<file path="config.mk">
export PLATFORM = sky130hd
export DESIGN_NAME = interior_addr_gen
export DESIGN_NICKNAME = d
export VERILOG_FILES = /design/src/rtl/rcnt_pkg.sv /design/src/rtl/rcnt_col_counter.sv /design/src/rtl/rcnt_addr_counter.sv /design/src/rtl/rcnt_base_reg.sv /design/src/rtl/rcnt_ctrl.sv /design/src/rtl/interior_addr_gen.sv
export SDC_FILE = /design/constraint.sdc
export NUM_CORES = 1
export LEC_CHECK = 0
export BUFFER_PORTS_ARGS = -buffer_cell sky130_fd_sc_hd__buf_2
export CAP_MARGIN = 20
export CORE_UTILIZATION = 49
export DETAILED_ROUTE_END_ITERATION = 10
export MAX_ROUTING_LAYER = met4
export PLACE_DENSITY = 0.73
export SLEW_MARGIN = 20
export SYNTH_ARGS = -nofsm -noshare
export SYNTH_HDL_FRONTEND = slang
export SYNTH_SLANG_ARGS = --single-unit
export TNS_END_PERCENT = 20
</file>
<file path="constraint.sdc">
create_clock -name clk -period 1.3 [get_ports clk]
set_input_delay 0.065 -clock clk [delete_from_list [all_inputs] [get_ports clk]]
set_output_delay 0.065 -clock clk [all_outputs]
set_load 0.03 [all_outputs]
</file>
<file path="src/rtl/rcnt_pkg.sv">
// Package: shared types for the interior-pixel address sequencer.
// Assumes nothing beyond a single clock domain.
package rcnt_pkg;

    // Frame progress of the sequencer.
    typedef enum logic [1:0] {
        RC_IDLE = 2'd0,
        RC_RUN  = 2'd1,
        RC_DONE = 2'd2
    } rc_state_e;

endpackage

</file>
<file path="src/rtl/rcnt_col_counter.sv">
// Column counter: counts accepted writes within one interior row.
// It flags the terminal count combinationally on the write that ends the row
// and wraps to zero on that same edge.
// Assumes LAST fits in COL_W bits.
module rcnt_col_counter #(
    parameter int COL_W = 4,
    parameter int LAST  = 13
) (
    input  logic clk,
    input  logic rst_n,
    input  logic clr,
    input  logic adv,
    output logic tc
);

    localparam logic [COL_W-1:0] LAST_V = COL_W'(LAST);

    logic [COL_W-1:0] cnt_q;

    // Terminal count: the accepted write is the last one of the row.
    always_comb begin
        tc = adv && (cnt_q == LAST_V);
    end

    // Count position in the row; restart on clear or on terminal count.
    always_ff @(posedge clk) begin
        if (!rst_n) begin
            cnt_q <= '0;
        end else if (clr) begin
            cnt_q <= '0;
        end else if (adv) begin
            if (cnt_q == LAST_V) begin
                cnt_q <= '0;
            end else begin
                cnt_q <= cnt_q + 1'b1;
            end
        end
    end

endmodule

</file>
<file path="src/rtl/rcnt_addr_counter.sv">
// Address counter: a loadable up counter that holds the current write address.
// A load takes priority over an increment.
// Assumes load and adv come from the same controller.
module rcnt_addr_counter #(
    parameter int AW = 8
) (
    input  logic          clk,
    input  logic          rst_n,
    input  logic          load,
    input  logic [AW-1:0] load_val,
    input  logic          adv,
    output logic [AW-1:0] addr
);

    logic [AW-1:0] addr_q;

    // Load, increment or hold the address.
    always_ff @(posedge clk) begin
        if (!rst_n) begin
            addr_q <= '0;
        end else if (load) begin
            addr_q <= load_val;
        end else if (adv) begin
            addr_q <= addr_q + 1'b1;
        end
    end

    assign addr = addr_q;

endmodule

</file>
<file path="src/rtl/rcnt_base_reg.sv">
// Row-base register: holds the first interior address of the next row.
// It moves on by one image row each time a row is finished.
// at_end tells the controller that no further interior row exists.
// Assumes END_V is reached from INIT_V in whole steps of STEP_V.
module rcnt_base_reg #(
    parameter int AW     = 8,
    parameter int INIT_V = 33,
    parameter int STEP_V = 16,
    parameter int END_V  = 241
) (
    input  logic          clk,
    input  logic          rst_n,
    input  logic          init,
    input  logic          bump,
    output logic [AW-1:0] base,
    output logic          at_end
);

    localparam logic [AW-1:0] INIT_L = AW'(INIT_V);
    localparam logic [AW-1:0] STEP_L = AW'(STEP_V);
    localparam logic [AW-1:0] END_L  = AW'(END_V);

    logic [AW-1:0] base_q;

    // Flag that the held base lies past the last interior row.
    always_comb begin
        at_end = (base_q == END_L);
    end

    // Preset on frame start; advance one row per finished row, stop at the end.
    always_ff @(posedge clk) begin
        if (!rst_n) begin
            base_q <= INIT_L;
        end else if (init) begin
            base_q <= INIT_L;
        end else if (bump && !at_end) begin
            base_q <= base_q + STEP_L;
        end
    end

    assign base = base_q;

endmodule

</file>
<file path="src/rtl/rcnt_ctrl.sv">
// Controller: tracks frame progress (idle, running, done).
// It qualifies the enable into a step and marks the final write of the frame.
// Assumes row_tc is only ever high in a cycle where step is high.
module rcnt_ctrl
    import rcnt_pkg::*;
(
    input  logic clk,
    input  logic rst_n,
    input  logic start,
    input  logic en,
    input  logic row_tc,
    input  logic base_end,
    output logic step,
    output logic last,
    output logic done
);

    rc_state_e state_q;

    // An accepted write: running, enabled, not overridden by a start.
    always_comb begin
        step = en && (state_q == RC_RUN) && !start;
        last = row_tc && base_end;
        done = (state_q == RC_DONE);
    end

    // Advance frame progress on start and on the final write.
    always_ff @(posedge clk) begin
        if (!rst_n) begin
            state_q <= RC_IDLE;
        end else if (start) begin
            state_q <= RC_RUN;
        end else if (last) begin
            state_q <= RC_DONE;
        end
    end

endmodule

</file>
<file path="src/rtl/interior_addr_gen.sv">
// Top: interior-pixel write address sequencer for an IMG_DIM x IMG_DIM image.
// On start the address counter loads the first interior address. Each
// accepted write advances it by one. The column counter's terminal count
// reloads it from the row-base register, which then advances by IMG_DIM.
// Assumes IMG_DIM >= 4 and a raster-ordered output memory.
module interior_addr_gen #(
    parameter int IMG_DIM = 16
) (
    input  logic                                  clk,
    input  logic                                  rst_n,
    input  logic                                  start,
    input  logic                                  en,
    output logic [$clog2(IMG_DIM*IMG_DIM)-1:0]    wr_addr,
    output logic                                  wr_en,
    output logic                                  done
);

    localparam int AW        = $clog2(IMG_DIM * IMG_DIM);
    localparam int ROW_LEN   = IMG_DIM - 2;
    localparam int COL_W     = (ROW_LEN > 1) ? $clog2(ROW_LEN) : 1;
    localparam int FIRST_A   = IMG_DIM + 1;
    localparam int SECOND_A  = 2 * IMG_DIM + 1;
    localparam int END_BASE  = (IMG_DIM - 1) * IMG_DIM + 1;
    localparam logic [AW-1:0] FIRST_L = AW'(FIRST_A);

    logic          step;
    logic          col_tc;
    logic          base_end;
    logic          last;
    logic [AW-1:0] row_base;
    logic          addr_load;
    logic [AW-1:0] addr_load_val;

    rcnt_ctrl u_ctrl (
        .clk      (clk),
        .rst_n    (rst_n),
        .start    (start),
        .en       (en),
        .row_tc   (col_tc),
        .base_end (base_end),
        .step     (step),
        .last     (last),
        .done     (done)
    );

    rcnt_col_counter #(
        .COL_W (COL_W),
        .LAST  (ROW_LEN - 1)
    ) u_col (
        .clk   (clk),
        .rst_n (rst_n),
        .clr   (start),
        .adv   (step),
        .tc    (col_tc)
    );

    rcnt_base_reg #(
        .AW     (AW),
        .INIT_V (SECOND_A),
        .STEP_V (IMG_DIM),
        .END_V  (END_BASE)
    ) u_base (
        .clk    (clk),
        .rst_n  (rst_n),
        .init   (start),
        .bump   (col_tc),
        .base   (row_base),
        .at_end (base_end)
    );

    // Choose the reload source: frame start or next-row base.
    always_comb begin
        addr_load     = start || col_tc;
        addr_load_val = start ? FIRST_L : row_base;
    end

    rcnt_addr_counter #(
        .AW (AW)
    ) u_addr (
        .clk      (clk),
        .rst_n    (rst_n),
        .load     (addr_load),
        .load_val (addr_load_val),
        .adv      (step),
        .addr     (wr_addr)
    );

    // The write strobe is the qualified step.
    assign wr_en = step;

endmodule

</file>
* Word level (Yosys, flattened, before mapping)
Cells that the tools add are included.
** Storage, ports and cells
- Input port bits :: 4
- Register bits after elaboration :: 22
- Logic and storage cells :: 30
- Output and inout port bits :: 10
** Operators by class
- Mux-type cells :: 6
- $add $sub $neg :: 3
- Reduce and logical (&&, ||, !) cells :: 11
- Equal/unequal tests :: 4
- Bitwise operators :: 1
** Operators with widths (count)
- 8-bit 2-to-1 mux :: 3
- 8-bit by 1-bit adder with 8-bit output, second input constant :: 1
- 8-bit by 5-bit adder with 8-bit output, second input constant :: 1
- 8-bit == test, second input constant :: 1
- 1-bit logical AND :: 5
- 4-bit by 1-bit adder with 4-bit output, second input constant :: 1
- 4-bit == test, second input constant :: 1
- 4-bit 2-to-1 mux :: 1
- 2-bit nonzero test :: 2
- 2-bit by 1-bit == test with 1-bit output, second input constant :: 1
- 2-bit == test, second input constant :: 1
- 1-bit logical NOT :: 2
- 1-bit 2-to-1 mux :: 2
- 2-bit OR reduction :: 1
- 1-bit logical OR :: 1
- 1-bit inverter :: 1

* Longest topological paths before layout
Gate-level depths: netlist of run 1.
- Depth in word-level cells :: 7
- Gate-level depth with buffers :: 7
- Depth with buffers taken out :: 5

* Hierarchy
From an unflattened synthesis of run 1, not the netlist that was laid out.
** Second synthesis, totals
- Cell total of the unflattened synthesis :: 123
- Area total of the unflattened synthesis :: 1043.5 sq um
** Modules (own cells, without submodules)
- rcnt_addr_counter :: cells each 55, sequential area each 160.2 sq um, times used 1, area each 461.7 sq um
- rcnt_base_reg :: cells each 28, sequential area each 80.1 sq um, times used 1, area each 246.5 sq um
- rcnt_col_counter :: cells each 21, sequential area each 80.1 sq um, times used 1, area each 182.7 sq um
- rcnt_ctrl :: cells each 10, sequential area each 40.0 sq um, times used 1, area each 96.3 sq um
- interior_addr_gen :: cells each 9, sequential area each 0.0 sq um, times used 1, area each 56.3 sq um

* Worst setup path after synthesis of run 1
No wires, ideal clock.
- Kind :: register -> register
- From :: register u_addr.addr_q[2], in the netlist u_addr.addr[2]
- To :: register u_addr.addr_q[5], in the netlist u_addr.addr[5]
- Slack :: -0.204 ns
- Cell stages (with the launch flop) :: 5
- Path buffers :: 0
- Arrival :: 1.441 ns
- Required time :: 1.237 ns
- Period minus slack after synthesis :: 1.504 ns
- Setup time :: 0.063 ns
- Cells stage by stage :: dfxtp_1 and3_1 nand3_1 or4_1 nand3_1
** On the way
- Cells in the longest elaborated chain, start to end :: 3
** Ends and longest elaborated chain
- start, declared :: RTL line rcnt_addr_counter.sv:15 : logic [AW-1:0] addr_q;
- start signal, assigned :: RTL line rcnt_addr_counter.sv:22 : addr_q <= load_val;
- start signal, assigned :: RTL line rcnt_addr_counter.sv:24 : addr_q <= addr_q + 1'b1;
- 8-bit by 1-bit adder with 8-bit output :: RTL line rcnt_addr_counter.sv:24
- 8-bit 2-to-1 mux :: RTL line rcnt_addr_counter.sv:23 : end else if (adv) begin
- 8-bit 2-to-1 mux :: RTL line rcnt_addr_counter.sv:21 : end else if (load) begin
Every way passes these cells. The select of a mux whose other input is x is not followed.
A chain may end at the register's enable or synchronous reset.

* Final worst setup path of run 1
- From :: register u_col.cnt_q[1]
- To :: register u_base.base_q[7], in the netlist u_base.base[7]
** On the way
- Cells in the longest elaborated chain, start to end :: 3
** Ends and longest elaborated chain
- start, declared :: RTL line rcnt_col_counter.sv:18 : logic [COL_W-1:0] cnt_q;
- start signal, assigned :: RTL line rcnt_col_counter.sv:35 : cnt_q <= cnt_q + 1'b1;
- 4-bit == test :: RTL line rcnt_col_counter.sv:22 : tc = adv && (cnt_q == LAST_V);
- 1-bit logical AND :: RTL line rcnt_col_counter.sv:22
- 1-bit logical AND :: RTL line rcnt_base_reg.sv:36 : end else if (bump && !at_end) begin
- end signal, assigned :: RTL line rcnt_base_reg.sv:37 : base_q <= base_q + STEP_L;
- end, declared :: RTL line rcnt_base_reg.sv:23 : logic [AW-1:0] base_q;
Every way passes these cells.

==> run summary, run 1 <==
RD Place Congestion - 0.863
Clock Path Buffers - 2
CTS tree - done
Routed Antenna Nets - 0
Net Sw Power - 0.257 mW
Initial antenna violation count - 0
Post-synth top area cell - dfxtp_1
Largest net degree at the start of global routing - 11
Worst path arrival time - 1.63 ns
Synth unique cells - 36
Final Hold Fails - 0
Post-synth net total - 114
Total die area - 2090 um2
Final Skew - 0.00668 ns
DR DRC count - 0
TritonCTS sink count - 18
Worst path max stage delay - 0.49 ns
Multiplexer share of the synthesized area - 0.0107
Combinational power share - 0.112
Clk Tree Root Cell - clkbuf_4
Critical Path, Cell by Cell - and4b_2, nand3_4, or4_4, nand2_2
Site row count - 15
Crit Path Category - register to register
Reg area - 375 um2
Total Nets Final - 160
HP Start - rst_n
Wire per inst - 13.9 um
Final min period - 1.38 ns
WP data required - 1.55 ns
Failing checks - setup timing
Final setup TNS - -0.133 ns
Routed vias/inst - 5.70
Post-synthesis xor/xnor area fraction - 0.0373
Initial DRT Pass Iterations - 4
P&R area growth vs syn - 45.7%
Clock power share - 0.343
H-tree depth - 1
Fill count - 136
Top cells by count, synth - dfxtp_1, nand3_1, nor2_1
CP delay by family, top - simple AND/OR/NAND/NOR gates
Max_slew headroom - 0.796
Bufs and invs on worst path - 0
Fin util - 0.775
Global Route met2 Usage - 0.454
Status - finished with violations
Post-route setup slack - -0.0821 ns
Sequential share of power - 0.546
Met1 Track Usage GR - 0.303
Unrepaired setup endpoints after global routing - true
Final Power - 1.04 mW
Ys async rst share - 0
VDD IR max - 0.478 mV
Total gr overflow - 0
Most Used Layer, Global Route - met2
Synthesized flop and latch total - 18
Clk_lat worst skew - 0.30 ns
Synth Flop Type - dfxtp_1
Core box area - 1760 um2
CP max stage cell - or4_4
Crit-path max FO - 4
Seq/Total Area, Yosys - 0.384
Clk pin slew, worst setup/hold paths - 0.11 ns
First-pass GRT wire length - 3750 um
Static leakage - 0.559 nW
Antenna Cells - 0
Adder-cell share of the synthesized area - 0.0267
Setup crit start - u_col.cnt_q[1]
Worst slack, placed - -0.134 ns
Layout cells sized above 1 - 0.497
PwrDens - 763 nW/um2
Final setup vio count - 4
Sw Ratio - 0.246
Synthesized area - 938 um2
Main combinational cell family by area after synthesis - simple AND/OR/NAND/NOR gates
Slew Limit Fails - 0
CTS Buf Count - 3
Fmax achieved - 724 MHz
Routed WL - 2470 um
Synth Instances - 108
Post-synth EDFFs - 0
Yosys warnings - 0
Complex-gate fraction of the synthesized area - 0.163
Worst hold-check path type - input port to register
Number of global-route vias before repair - 928
Die height - 45.8 um
Initial Util - 0.532
R2r startpoint - u_col.cnt_q[1]
Max-Cap Viols - 0
GRT Util Overall - 0.255
Met3 Resource Use GR - 0.0357
Footprint of the multi-input gates - 584 um2
Area contributors post-synth - dfxtp_1, nand3_1, nor2_1
Count leader, synth - dfxtp_1
Share of the synthesized area in the top cell type - 0.384
Int Pwr - 0.787 mW
CP Capture Type - register
Total number of vias - 1015
Synth Area in Simple Gates - 0.324
Worst setup SP type - register
IO Pins - 14
Fin crit share - 1.06
Die width - 45.8 um
Measured slew at the worst slew-check pin - 0.304 ns
Hold_buf cts - 0
Hpwl dp - 1720 um
Avg Cell Area, Syn - 8.69 um2
Initial DRC count - 16
PortBufs - 13
Hold slack - 0.0369 ns
-- power by group through the flow --
stage / Sequential, mW / Combinational [mW] / Clock, mW
6_report: 0.569 / 0.117 / 0.358
5_1_grt: 0.569 / 0.127 / 0.384
4_1_cts: 0.569 / 0.112 / 0.358
3_5_place_dp: 0.579 / 0.105 / 0
3_3_place_gp: 0.579 / 0.103 / 0
2_1_floorplan: 0.592 / 0.0446 / 0
-- logic make-up (layout without fill, tap and decap cells) --
group	Yosys count	in the layout
and+or+nand+nor	54	54
AOI/OAI and AO/OA	24	24
DFF	18	18
buffers and inverters	5	50
xor gates and xnor gates	4	4
adders and majority gates	2	2
muxes	1	1
-- cells in the final DEF (no fill, tap or decap), types with 2 or more instances in the layout --
cell and n:
buf_6 3, buf_2 12, nand3_1 11, nand2_1 7
ha_2 2, nor2_1 11, nand2b_1 2, xnor2_1 2
o21a_1 2, dfxtp_1 6, a31oi_1 3, xor2_1 2
a21oi_1 6, nand4b_1 2, and3_1 2, nor2b_1 4
clkbuf_4 3, buf_4 29, o21ai_0 3, dfxtp_2 12
o211ai_1 3
-- final timing paths --
check	to	slack, ns	cells after the start
min	u_ctrl.state_q[0]	0.04	2
min reg2reg	u_addr.addr[3]	0.51	2
max reg2reg	u_base.base[7]	-0.08	4
max	u_base.base[7]	-0.08	4
-- worst register-to-register path, delay by kind of cell, from the launching register on --
family / cells / cell delay [ns]
simple gates: 4 / 1.01
flops: 1 / 0.34
-- cell type report --
cell class	count	area share
multi-input combinational	85	0.427
sequential	18	0.274
timing repair buffer	45	0.242
clock buffer	4	0.0265
tap	25	0.0229
inverter	1	0.00640
-- per-stage QoR --
| stage | instance area, um2 | std cells |
|---|---|---|
| after floorplan | 946 | 108 |
| after CTS | 1320 | 177 |
| after global routing | 1370 | 178 |
| final | 1370 | 178 |
| after global placement | 1240 | 172 |
| after detailed placement | 1240 | 172 |
-- registers in the layout (all words and copies together), names as in the netlist --
| name | count |
|---|---|
| u_addr.addr | 8 |
| u_base.base | 4 |
| u_col.cnt_q | 4 |
| u_ctrl.state_q | 2 |
-- metal layers --
metal  share of wire  wire length, um
met5               0                0
met3           0.049              120
met2            0.49             1220
met1            0.45             1100
met4           0.011               26
-- timing repair --
action | 4_1_cts | 5_1_grt
endpoints found under the setup margin | 15 | 14
cloned | 0 | 0
pin swaps | 3 | 3
buffers inserted | 1 | 1
gates resized for setup | 9 | 15
Note: power is estimated with default switching activity, not from simulation.
==> run 2, diff against run 1 <==
ABC_AREA = 1   (was default)
==> run 2 against run 1 <==
Against the previous run:
- the flow now finishes without violations
- maximum frequency grew 12%
- synthesized area shrank 0.67%
- combinational power shrank 8%
- critical path depth is the same
- first-iteration DRC count grew 38%
- highest routed layer unchanged
==> run summary, run 2 <==
Status - finished, final reports clean
Routed Antenna Nets - 0 (unchanged)
DR DRC count - 0 (unchanged)
Layout cells sized above 1 - 0.252 (-0.245)
Clk_lat worst skew - 0.29 ns (about the same)
IO Pins - 14 (unchanged)
Clock Path Buffers - 2 (unchanged)
Final Skew - 0.00863 ns (+0.00195 ns)
Final setup vio count - 0 (-4)
Post-route setup slack - 0.0669 ns (+0.149 ns)
Seq/Total Area, Yosys - 0.387 (+0.00258)
Bufs and invs on worst path - 2 (+2)
Post-synth net total - 140 (+23%)
Antenna Cells - 0 (unchanged)
Wire per inst - 10.6 um (-24%)
Fmax achieved - 811 MHz (+12%)
Max reg flops - 8 (unchanged)
Initial antenna violation count - 0 (unchanged)
CTS Buf Count - 3 (unchanged)
Total number of vias - 902 (-11%)
Total die area - 2080 um2 (-0.63%)
Synth Flop Type - dfxtp_1
First-pass GRT wire length - 3080 um (-18%)
Crit-path max FO - 6 (+2)
Initial DRC count - 22 (+6)
Most frequent cells in the layout - nand2_1, inv_1, dfxtp_1
VDD IR max - 0.599 mV (+25%)
Die height - 45.6 um (-0.32%)
Fin crit share - 0.949 (-0.115)
Commonest non-fill, non-tap cell in the layout - nand2_1
Synthesized area - 932 um2 (-0.67%)
Worst setup SP type - register
PortBufs - 13 (unchanged)
CP delay by family, top - flip-flops
Core box area - 1750 um2 (-1.1%)
CP max stage cell - dfxtp_1
Total Nets Final - 163 (+1.9%)
Crit Path Category - register to output pin
Hold_buf cts - 0 (unchanged)
Fill count - 162 (+19%)
Max_slew headroom - 0.742 (-0.0539)
Post-synth EDFFs - 0 (unchanged)
Synthesized flop and latch total - 18 (unchanged)
Final min period - 1.23 ns (-0.149 ns)
PwrDens - 855 nW/um2 (+12%)
Clk pin slew, worst setup/hold paths - 0.10 ns (about the same)
Routed vias/inst - 5.01 (-12%)
Synth Instances - 134 (+24%)
Die width - 45.6 um (-0.32%)
Slew Limit Fails - 0 (unchanged)
Site row count - 15 (unchanged)
Synth unique cells - 24 (-33%)
Area contributors post-synth - dfxtp_1, nand2_1, a21oi_1
Initial DRT Pass Iterations - 4 (unchanged)
Avg Cell Area, Syn - 6.96 um2 (-20%)
GRT Util Overall - 0.210 (-0.0447)
Largest net degree at the start of global routing - 10 (-1)
Initial Util - 0.534 (+0.00214)
TritonCTS sink count - 18 (unchanged)
CTS tree - done
Final Power - 0.950 mW (-9.0%)
Ys async rst share - 0 (unchanged)
Share of the synthesized area in the top cell type - 0.387 (+0.00258)
Routed WL - 1910 um (-23%)
Yosys warnings - 0 (unchanged)
Top cells by count, synth - nand2_1, dfxtp_1, inv_1, nor2_1, a21oi_1
Worst hold-check path type - input port to register
Max-Cap Viols - 0 (unchanged)
WP data required - 1.24 ns (-0.31 ns)
Worst path arrival time - 1.17 ns (-0.46 ns)
CP Capture Type - output pin
Worst slack, placed - 0.0394 ns (+0.174 ns)
Count leader, synth - nand2_1
Post-synth top area cell - dfxtp_1
P&R area growth vs syn - 19.2%
Final Hold Fails - 0 (unchanged)
RD Place Congestion - 0.853 (-1.2%)
Critical Path, Cell by Cell - inv_1, nand2_1, nor2_4, buf_4
Static leakage - 0.526 nW (-5.9%)
H-tree depth - 1 (unchanged)
Measured slew at the worst slew-check pin - 0.386 ns (+0.0823 ns)
Hpwl dp - 1450 um (-16%)
Number of global-route vias before repair - 753 (-19%)
Total gr overflow - 0 (unchanged)
Worst path max stage delay - 0.33 ns (-0.16 ns)
Clk Tree Root Cell - clkbuf_4
## run 2: cell types whose count changed in the layout (fill, tap and decap cells not counted), moves of 3 or more
cell	before	now
dfxtp_2	12	4
nor2_2	1	4
dfxtp_1	6	14
o211ai_1	3	0
o21ai_0	3	7
buf_6	3	0
nor2b_1	4	0
nand2_1	7	32
a21oi_1	6	13
buf_4	29	6
inv_1	0	15
## run 2: final cells by class
class | count | area [um2] | area share
Inverter | 17 | 65.1 | 0.0586
Timing Repair Buffer | 18 | 105 | 0.0946
Multi-Input combinational cell | 99 | 522 | 0.470
Sequential cell | 18 | 365 | 0.329
Tap cell | 25 | 31.3 | 0.0282
Clock buffer | 3 | 22.5 | 0.0203
## run 2: logic make-up (layout without fill, tap and decap cells)
| kind of cell | count (synthesis) | in the layout | synth area share |
|---|---|---|---|
| flops | 18 | 18 | 0.387 |
| xor+xnor | 3 | 3 | 0.0282 |
| simple gates | 71 | 71 | 0.358 |
| buf+inv | 17 | 38 | 0.0698 |
| fa+ha+maj | 2 | 2 | 0.0268 |
| compound gates | 23 | 23 | 0.130 |
## run 2: metrics by stage
stage,cells,utilization,setup TNS [ns],cell area [um2],hold slack (ns)
2_1_floorplan,134,-,0,935,0.182
3_5_place_dp,173,0.595,0,1040,0.361
6_report,180,0.637,0,1110,0.0507
5_1_grt,180,0.637,-0.0268,1110,0.0621
4_1_cts,176,0.611,0,1070,0.0481
3_3_place_gp,173,0.595,0,1040,0.348
## run 2: worst min-delay path: cells and delay by family
| kind | cells | cell delay, ns |
|---|---|---|
| buffers and inverters | 1 | 0.13 |
| AO/OA/AOI/OAI | 1 | 0.07 |
| AND/OR/NAND/NOR | 1 | 0.05 |
## run 2: worst paths after layout
path	from	end	cells after the start	slack, ns
min reg2reg	u_addr.addr[1]	u_addr.addr[1]	2	0.49
max	u_ctrl.state_q[1]	wr_en	4	0.07
max reg2reg	u_base.base[5]	u_base.base[5]	6	0.09
min	rst_n	u_addr.addr[7]	3	0.05
## run 2: where the power goes
part	internal [mW]	switching (mW)	total (mW)
combinational	0.0347	0.0729	0.108
sequential	0.564	0.0118	0.576
clock	0.108	0.158	0.266
total	0.707	0.243	0.950
## run 2: per-layer routing
metal / GRT usage / vias up / wire (um)
li1: - / 474 / -
met1: 0.257 / 406 / 888
met2: 0.337 / 17 / 927
met3: 0.0238 / 5 / 51
met4: 0.109 / 0 / 41
met5: - / - / 0
## run 2: what timing repair did
| action | 4_1_cts | 5_1_grt |
|---|---|---|
| pin swaps | 1 | 2 |
| cloned | 0 | 0 |
| setup endpoints to repair | 1 | 10 |
| gates resized for setup | 1 | 8 |
| setup buffers | 0 | 4 |
